[config.mk]
export PLATFORM = sky130hd
export DESIGN_NAME = ps2_poll_rx
export DESIGN_NICKNAME = d
export VERILOG_FILES = /design/src/rtl/ps2q_pkg.sv /design/src/rtl/ps2_line_filter.sv /design/src/rtl/ps2_frame_rx.sv /design/src/rtl/ps2_byte_fifo.sv /design/src/rtl/ps2_poll_rx.sv
export SDC_FILE = /design/constraint.sdc
export NUM_CORES = 1
export LEC_CHECK = 0
export ABC_AREA = 1
export ABC_CLOCK_PERIOD_IN_PS = 3550
export BUFFER_PORTS_ARGS = -buffer_cell sky130_fd_sc_hd__buf_2
export CORE_ASPECT_RATIO = 1.4
export CORE_MARGIN = 5
export CORE_UTILIZATION = 59
export DETAILED_ROUTE_END_ITERATION = 8
export PLACE_DENSITY = 0.83
export SETUP_SLACK_MARGIN = 0.3
export SKIP_LAST_GASP = 1
export SYNTH_ARGS = -nofsm -noshare
export SYNTH_HDL_FRONTEND = slang
export SYNTH_SLANG_ARGS = --single-unit
[constraint.sdc]
create_clock -name clk -period 3.55 [get_ports clk]
set_clock_uncertainty 0.2 [all_clocks]
set_input_delay 0.355 -clock clk [delete_from_list [all_inputs] [get_ports clk]]
set_output_delay 0.355 -clock clk [all_outputs]
set_load 0.005 [all_outputs]
[src/rtl/ps2q_pkg.sv]
package ps2q_pkg;
  typedef enum logic {REG_STAT = 1'b0, REG_DATA = 1'b1} reg_sel_e;
  localparam int ST_EMPTY = 0;
  localparam int ST_FULL  = 1;
  localparam int ST_OVR   = 2;
  localparam int FRAME_LAST = 10;
endpackage

[src/rtl/ps2_line_filter.sv]
module ps2_line_filter #(
  parameter int FILT_LEN = 8
) (
  input  logic clk,
  input  logic rst_n,
  input  logic clk_raw_i,
  input  logic dat_raw_i,
  output logic dat_o,
  output logic fall_o
);
  logic [1:0] clk_sync, dat_sync;
  logic [FILT_LEN-1:0] hist;
  logic filt;

  always_ff @(posedge clk) begin
    if (!rst_n) begin
      clk_sync <= 2'b11;
      dat_sync <= 2'b11;
      hist     <= '1;
      filt     <= 1'b1;
      fall_o   <= 1'b0;
    end else begin
      clk_sync <= {clk_sync[0], clk_raw_i};
      dat_sync <= {dat_sync[0], dat_raw_i};
      hist     <= {hist[FILT_LEN-2:0], clk_sync[1]};
      fall_o   <= 1'b0;
      if (&hist) filt <= 1'b1;
      else if (~|hist) begin
        filt   <= 1'b0;
        fall_o <= filt;
      end
    end
  end

  assign dat_o = dat_sync[1];

  // A falling edge is only reported after a full window of low samples
  p_fall_needs_low_r11: assert property (@(posedge clk) disable iff (!rst_n)
    fall_o |-> $past(clk_sync[1]) == 1'b0);
endmodule

[src/rtl/ps2_frame_rx.sv]
module ps2_frame_rx
  import ps2q_pkg::*;
#(
  parameter int TIMEOUT_CYC = 500000
) (
  input  logic       clk,
  input  logic       rst_n,
  input  logic       fall_i,
  input  logic       dat_i,
  output logic       valid_o,
  output logic [7:0] byte_o
);
  localparam int WD_W = $clog2(TIMEOUT_CYC + 1);
  localparam logic [WD_W-1:0] WD_LAST = WD_W'(TIMEOUT_CYC - 1);

  logic [3:0]      bit_cnt;
  logic [7:0]      shreg;
  logic            par;
  logic [WD_W-1:0] wd_cnt;
  logic            frame_ok;

  assign frame_ok = dat_i && (^{shreg, par});

  always_ff @(posedge clk) begin
    if (!rst_n) begin
      bit_cnt <= '0;
      shreg   <= '0;
      par     <= 1'b0;
      wd_cnt  <= '0;
      valid_o <= 1'b0;
      byte_o  <= '0;
    end else begin
      valid_o <= 1'b0;
      if (fall_i) begin
        wd_cnt <= '0;
        if (bit_cnt == 4'd0) begin
          if (!dat_i) bit_cnt <= 4'd1;
        end else if (bit_cnt <= 4'd8) begin
          shreg   <= {dat_i, shreg[7:1]};
          bit_cnt <= bit_cnt + 4'd1;
        end else if (bit_cnt == 4'd9) begin
          par     <= dat_i;
          bit_cnt <= 4'd10;
        end else begin
          bit_cnt <= 4'd0;
          if (frame_ok) begin
            valid_o <= 1'b1;
            byte_o  <= shreg;
          end
        end
      end else if (bit_cnt != 4'd0) begin
        if (wd_cnt == WD_LAST) begin
          bit_cnt <= 4'd0;
          wd_cnt  <= '0;
        end else begin
          wd_cnt <= wd_cnt + 1'b1;
        end
      end else begin
        wd_cnt <= '0;
      end
    end
  end

  p_bit_cnt_range_r2: assert property (@(posedge clk) disable iff (!rst_n)
    bit_cnt <= 4'(FRAME_LAST));
  p_bad_parity_r7: assert property (@(posedge clk) disable iff (!rst_n)
    (fall_i && bit_cnt == 4'd10 && !(^{shreg, par})) |=> !valid_o);
  p_bad_stop_r8: assert property (@(posedge clk) disable iff (!rst_n)
    (fall_i && bit_cnt == 4'd10 && !dat_i) |=> !valid_o);
  p_watchdog_r10: assert property (@(posedge clk) disable iff (!rst_n)
    (!fall_i && bit_cnt != 4'd0 && wd_cnt == WD_LAST) |=> bit_cnt == 4'd0);
endmodule

[src/rtl/ps2_byte_fifo.sv]
module ps2_byte_fifo #(
  parameter int DEPTH = 16
) (
  input  logic       clk,
  input  logic       rst_n,
  input  logic       push_i,
  input  logic [7:0] wdata_i,
  input  logic       pop_i,
  input  logic       clr_ovr_i,
  output logic [7:0] rdata_o,
  output logic       empty_o,
  output logic       full_o,
  output logic       ovr_o
);
  localparam int AW = (DEPTH > 1) ? $clog2(DEPTH) : 1;
  localparam int CW = $clog2(DEPTH + 1);
  localparam logic [CW-1:0] FULL_LVL = CW'(DEPTH);
  localparam logic [AW-1:0] PTR_LAST = AW'(DEPTH - 1);

  logic [7:0]    mem [DEPTH];
  logic [AW-1:0] wr_ptr, rd_ptr;
  logic [CW-1:0] count;
  logic          push_ok, pop_ok;

  assign empty_o = (count == '0);
  assign full_o  = (count == FULL_LVL);
  assign push_ok = push_i && !full_o;
  assign pop_ok  = pop_i && !empty_o;
  assign rdata_o = empty_o ? 8'h00 : mem[rd_ptr];

  always_ff @(posedge clk) begin
    if (push_ok) mem[wr_ptr] <= wdata_i;
  end

  always_ff @(posedge clk) begin
    if (!rst_n) begin
      wr_ptr <= '0;
      rd_ptr <= '0;
      count  <= '0;
      ovr_o  <= 1'b0;
    end else begin
      if (push_ok) wr_ptr <= (wr_ptr == PTR_LAST) ? '0 : wr_ptr + 1'b1;
      if (pop_ok)  rd_ptr <= (rd_ptr == PTR_LAST) ? '0 : rd_ptr + 1'b1;
      case ({push_ok, pop_ok})
        2'b10:   count <= count + 1'b1;
        2'b01:   count <= count - 1'b1;
        default: count <= count;
      endcase
      if (push_i && !push_ok) ovr_o <= 1'b1;
      else if (clr_ovr_i)     ovr_o <= 1'b0;
    end
  end

  p_no_overflow_r4: assert property (@(posedge clk) disable iff (!rst_n)
    count <= FULL_LVL);
  p_full_drop_r5: assert property (@(posedge clk) disable iff (!rst_n)
    (push_i && full_o) |=> ovr_o);
  p_ovr_clear_r6: assert property (@(posedge clk) disable iff (!rst_n)
    (clr_ovr_i && !(push_i && full_o)) |=> !ovr_o);
  p_empty_pop_r9: assert property (@(posedge clk) disable iff (!rst_n)
    (pop_i && empty_o && !push_i) |=> empty_o && $stable(rd_ptr));
endmodule

[src/rtl/ps2_poll_rx.sv]
module ps2_poll_rx
  import ps2q_pkg::*;
#(
  parameter int DEPTH       = 16,
  parameter int FILT_LEN    = 8,
  parameter int TIMEOUT_CYC = 500000
) (
  input  logic       clk,
  input  logic       rst_n,
  input  logic       ps2_clk_i,
  input  logic       ps2_dat_i,
  input  logic       bus_rd_i,
  input  logic       bus_addr_i,
  output logic [7:0] bus_rdata_o
);
  logic       dat_s, fall_s, rx_valid, q_empty, q_full, q_ovr;
  logic [7:0] rx_byte, q_data, stat;
  reg_sel_e   sel;

  assign sel = reg_sel_e'(bus_addr_i);

  ps2_line_filter #(.FILT_LEN(FILT_LEN)) u_filt (
    .clk(clk), .rst_n(rst_n), .clk_raw_i(ps2_clk_i), .dat_raw_i(ps2_dat_i),
    .dat_o(dat_s), .fall_o(fall_s));

  ps2_frame_rx #(.TIMEOUT_CYC(TIMEOUT_CYC)) u_frame (
    .clk(clk), .rst_n(rst_n), .fall_i(fall_s), .dat_i(dat_s),
    .valid_o(rx_valid), .byte_o(rx_byte));

  ps2_byte_fifo #(.DEPTH(DEPTH)) u_fifo (
    .clk(clk), .rst_n(rst_n), .push_i(rx_valid), .wdata_i(rx_byte),
    .pop_i(bus_rd_i && sel == REG_DATA),
    .clr_ovr_i(bus_rd_i && sel == REG_STAT),
    .rdata_o(q_data), .empty_o(q_empty), .full_o(q_full), .ovr_o(q_ovr));

  always_comb begin
    stat = '0;
    stat[ST_EMPTY] = q_empty;
    stat[ST_FULL]  = q_full;
    stat[ST_OVR]   = q_ovr;
  end

  assign bus_rdata_o = (sel == REG_DATA) ? q_data : stat;

  p_empty_full_excl_r4: assert property (@(posedge clk) disable iff (!rst_n)
    !(q_empty && q_full));
endmodule

==> flow_metrics.env <==
export IMPL_synth_enable_flop_cells=128
export IMPL_grt_first_pass_wirelength_um=29100
export IMPL_initial_core_util_pct=60.5
export IMPL_postSynthAreaPerCell_sq_um=10.2
export IMPL_cts_root_buf="clkbuf_16"
export IMPL_clkPwrFrac_pct=35.9
export IMPL_gr_usage_all_layers_pct=21.6
export IMPL_cts_tree="yes"
export IMPL_critical_path_class="flip-flop to output port"
export IMPL_synthTopCellsByCount="nor2_1, edfxtp_1, nand2_1, o21ai_0, dfxtp_1"
export IMPL_hp_start="rst_n"
export IMPL_r2r_start="u_fifo.count[2]"
export IMPL_fillers=1032
export IMPL_ant_nets=0
export IMPL_yosys_area_share_adder_pct=1.78
export IMPL_layout_nets=856
export IMPL_clk_pin_slew_ns=0.06
export IMPL_fp_dieArea_sq_mm=0.0168
export IMPL_dp_cells=999
export IMPL_power_switching_w=0.00152
export IMPL_clk_latency_ns=0.48
export IMPL_hold_class="primary input to flip-flop"
export IMPL_grt_max_degree=65
export IMPL_cts_buffer_depth=3
export IMPL_drt_initial_drc_count=430
export IMPL_rrSetupSlack_ns=1.02
export IMPL_p_leak_nw=3.35
export IMPL_post_dp_hpwl_um=11700
export IMPL_synth_top_family_by_area="simple AND/OR/NAND/NOR gates"
export IMPL_synthesis_instances=825
export IMPL_htreeDepth=1
export IMPL_cp_required_ns=2.99
export IMPL_status="complete, no violations"
export IMPL_synth_mux_area_share_pct=0.118
export IMPL_synth_top_area_share_pct=45.5
export IMPL_p_int_w=0.00395
export IMPL_syn2layout_area_growth_pct=9.85
export IMPL_final_hold_viol_count=0
export IMPL_layout_drive_gt1_share_pct=9.06
export IMPL_crit_fanout=64
export IMPL_whs_ns=0.0345
export IMPL_wl_per_cell_um=17.5
export IMPL_vias_per_cell=5.83
export IMPL_pwr_share_seq_pct=46.3
export IMPL_synthSimpleGateAreaFrac_pct=17.3
export IMPL_fin_crit_sh_pct=87.9
export IMPL_yosys_warnings=0
export IMPL_place_congestion=0.837
export IMPL_async_reset_ff_share_pct=0
export IMPL_final_cell_area_sq_mm=0.00928
export IMPL_die_width_um=111
export IMPL_synth_area_sq_mm=0.00845
export IMPL_slew_limit_headroom_pct=36.5
export IMPL_critPathLaunchType="flip-flop"
export IMPL_power_density_mw_per_mm2=590
export IMPL_worstMarginPinSlew_ns=0.949
export IMPL_fp_dieH_um=152
export IMPL_portBuffers=13
export IMPL_clkSinkCount=201
export IMPL_min_period_ns=3.12
export IMPL_antenna_found_initial=0
export IMPL_syn_num_nets=843
export IMPL_slew_violations=0
export IMPL_synthFlopType="edfxtp_1"
export IMPL_stdcell_count=1035
export IMPL_drv_cap=0
export IMPL_crit_arrival_ns=2.57
export IMPL_synth_compound_area_share_pct=11.8
export IMPL_synthTopCellsByArea="edfxtp_1, dfxtp_1, nor2_1"
export IMPL_postLayoutSetupSlackWorst_ns=0.429
export IMPL_yosys_register_bits=201
export IMPL_timing_setup_tns_ns=0
export IMPL_diodes=0
export IMPL_yosys_area_top_type="edfxtp_1"
export IMPL_wl_um=18100
export IMPL_end_kind="output port"
export IMPL_final_setup_viol_count=0
export IMPL_drt_pass1_iter_count=8
export IMPL_irDropWorstVdd_v=0.000495
export IMPL_switching_share_pct=27.8
export IMPL_pre_cts_slack_ns=0.789
export IMPL_p_comb_share_pct=17.8
export IMPL_max_freq_ghz=0.320
export IMPL_seq_area_frac_synth_pct=62.8
export IMPL_grt_pass1_vias=6061
export IMPL_post_cts_repair_setup_buffers=0
export IMPL_vias=6038
export IMPL_drc=0
export IMPL_io_pins=14
export IMPL_rsz0062_at_grt="false"
export IMPL_tritoncts_num_buffers=19
export IMPL_core_sq_mm=0.0140
export IMPL_grt_overflow=0
export IMPL_synth_most_common_cell="nor2_1"
export IMPL_rows=51
export IMPL_place_area_sq_mm=0.00865
export IMPL_synth_xor_xnor_area_share_pct=2.07
export IMPL_synth_cell_types=45
## per-layer routing
metal / global-route usage [%] / share of wire [%]
met1: 23.6 / 36
met2: 41.6 / 54
met3: 2.70 / 5.9
met4: 9.80 / 3.9
met5: 0 / 0
## critical path, stage by stage, from the launching register on
cell and delay [ns]:
dfxtp_2 0.34, buf_4 0.50, o21ai_0 0.19, o22ai_1 0.32, o21ai_0 0.18, a21oi_1 0.19
a21boi_1 0.20, buf_2 0.14
## cells by family (layout without fill, tap and decap cells)
logic type / count (synthesis) / after routing
fa+ha+maj: 12 / 12
mux: 1 / 1
buf+inv: 88 / 113
simple gates: 326 / 326
compound gates: 177 / 177
flops: 201 / 201
xor+xnor: 20 / 20
## area by class of cell
class	count	area (sq um)	area share (%)
Clock buffer	24	494	5.32
Clock inverter	9	104	1.12
Inverter	58	219	2.36
Multi-Input combinational cell	536	2790	30.0
Sequential cell	201	5310	57.2
Tap cell	185	231	2.49
Timing Repair Buffer	22	140	1.51
## worst paths after layout
path                              to  cells after the start
setup / recovery      bus_rdata_o[3]                      7
hold / removal        u_filt.hist[6]                      2
setup reg to reg   u_fifo.mem[10][6]                      6
hold reg to reg   u_filt.dat_sync[1]                      1
## metrics by stage
stage / util (%) / total power, W
final: 66.4 / 0.00547
after global routing: 66.4 / 0.00571
after CTS: 66.4 / 0.00549
after detailed placement: 61.9 / 0.00353
after global placement: 61.9 / 0.00349
after floorplan: - / 0.00326
## timing repair
action / CTS / global route
hold endpoints to repair: 3 / 0
hold buffers: 3 / 0
resized for setup: 1 / 0
endpoints found under the setup margin: 4 / 0
## registers in the layout, indices dropped and copies added, names as in the netlist, named ones only
name / cells
u_frame.byte_o: 8
u_filt.filt: 1
u_fifo.wr_ptr: 4
u_frame.valid_o: 1
u_fifo.ovr_o: 1
u_fifo.mem: 128
u_filt.clk_sync: 2
u_frame.wd_cnt: 19
u_frame.shreg: 8
u_filt.hist: 8
u_filt.fall_o: 1
u_frame.par: 1
u_filt.dat_sync: 2
u_fifo.count: 5
u_frame.bit_cnt: 4
u_fifo.rd_ptr: 4
## power groups by stage
stage | Combinational, W | Clock [W] | Sequential, W
floorplan | 0.000693 | 0 | 0.00257
global placement | 0.000909 | 0 | 0.00258
finish | 0.000972 | 0.00197 | 0.00254
CTS | 0.000968 | 0.00199 | 0.00253
global route | 0.00108 | 0.00209 | 0.00254
detailed placement | 0.000944 | 0 | 0.00258
## cell usage in the layout, fill, tap and decap left out, drive strengths merged, types with 5 or more instances in the layout
cell type  synthesis  routed
clkinv             3       8
xnor2              6       6
a21boi             5       5
nand3             41      41
nor3              14      14
clkbuf            13      24
nand4             10      10
o221ai             8       8
dfxtp             73      73
nor2             135     135
buf               17      19
or2                9       9
o21ai             88      88
edfxtp           128     128
xor2              14      14
ha                12      12
a21oi             44      44
nand2            109     109
o211ai            13      13
inv               55      57
o22ai             14      14
No activity file was read; power rests on OpenSTA's default activity.
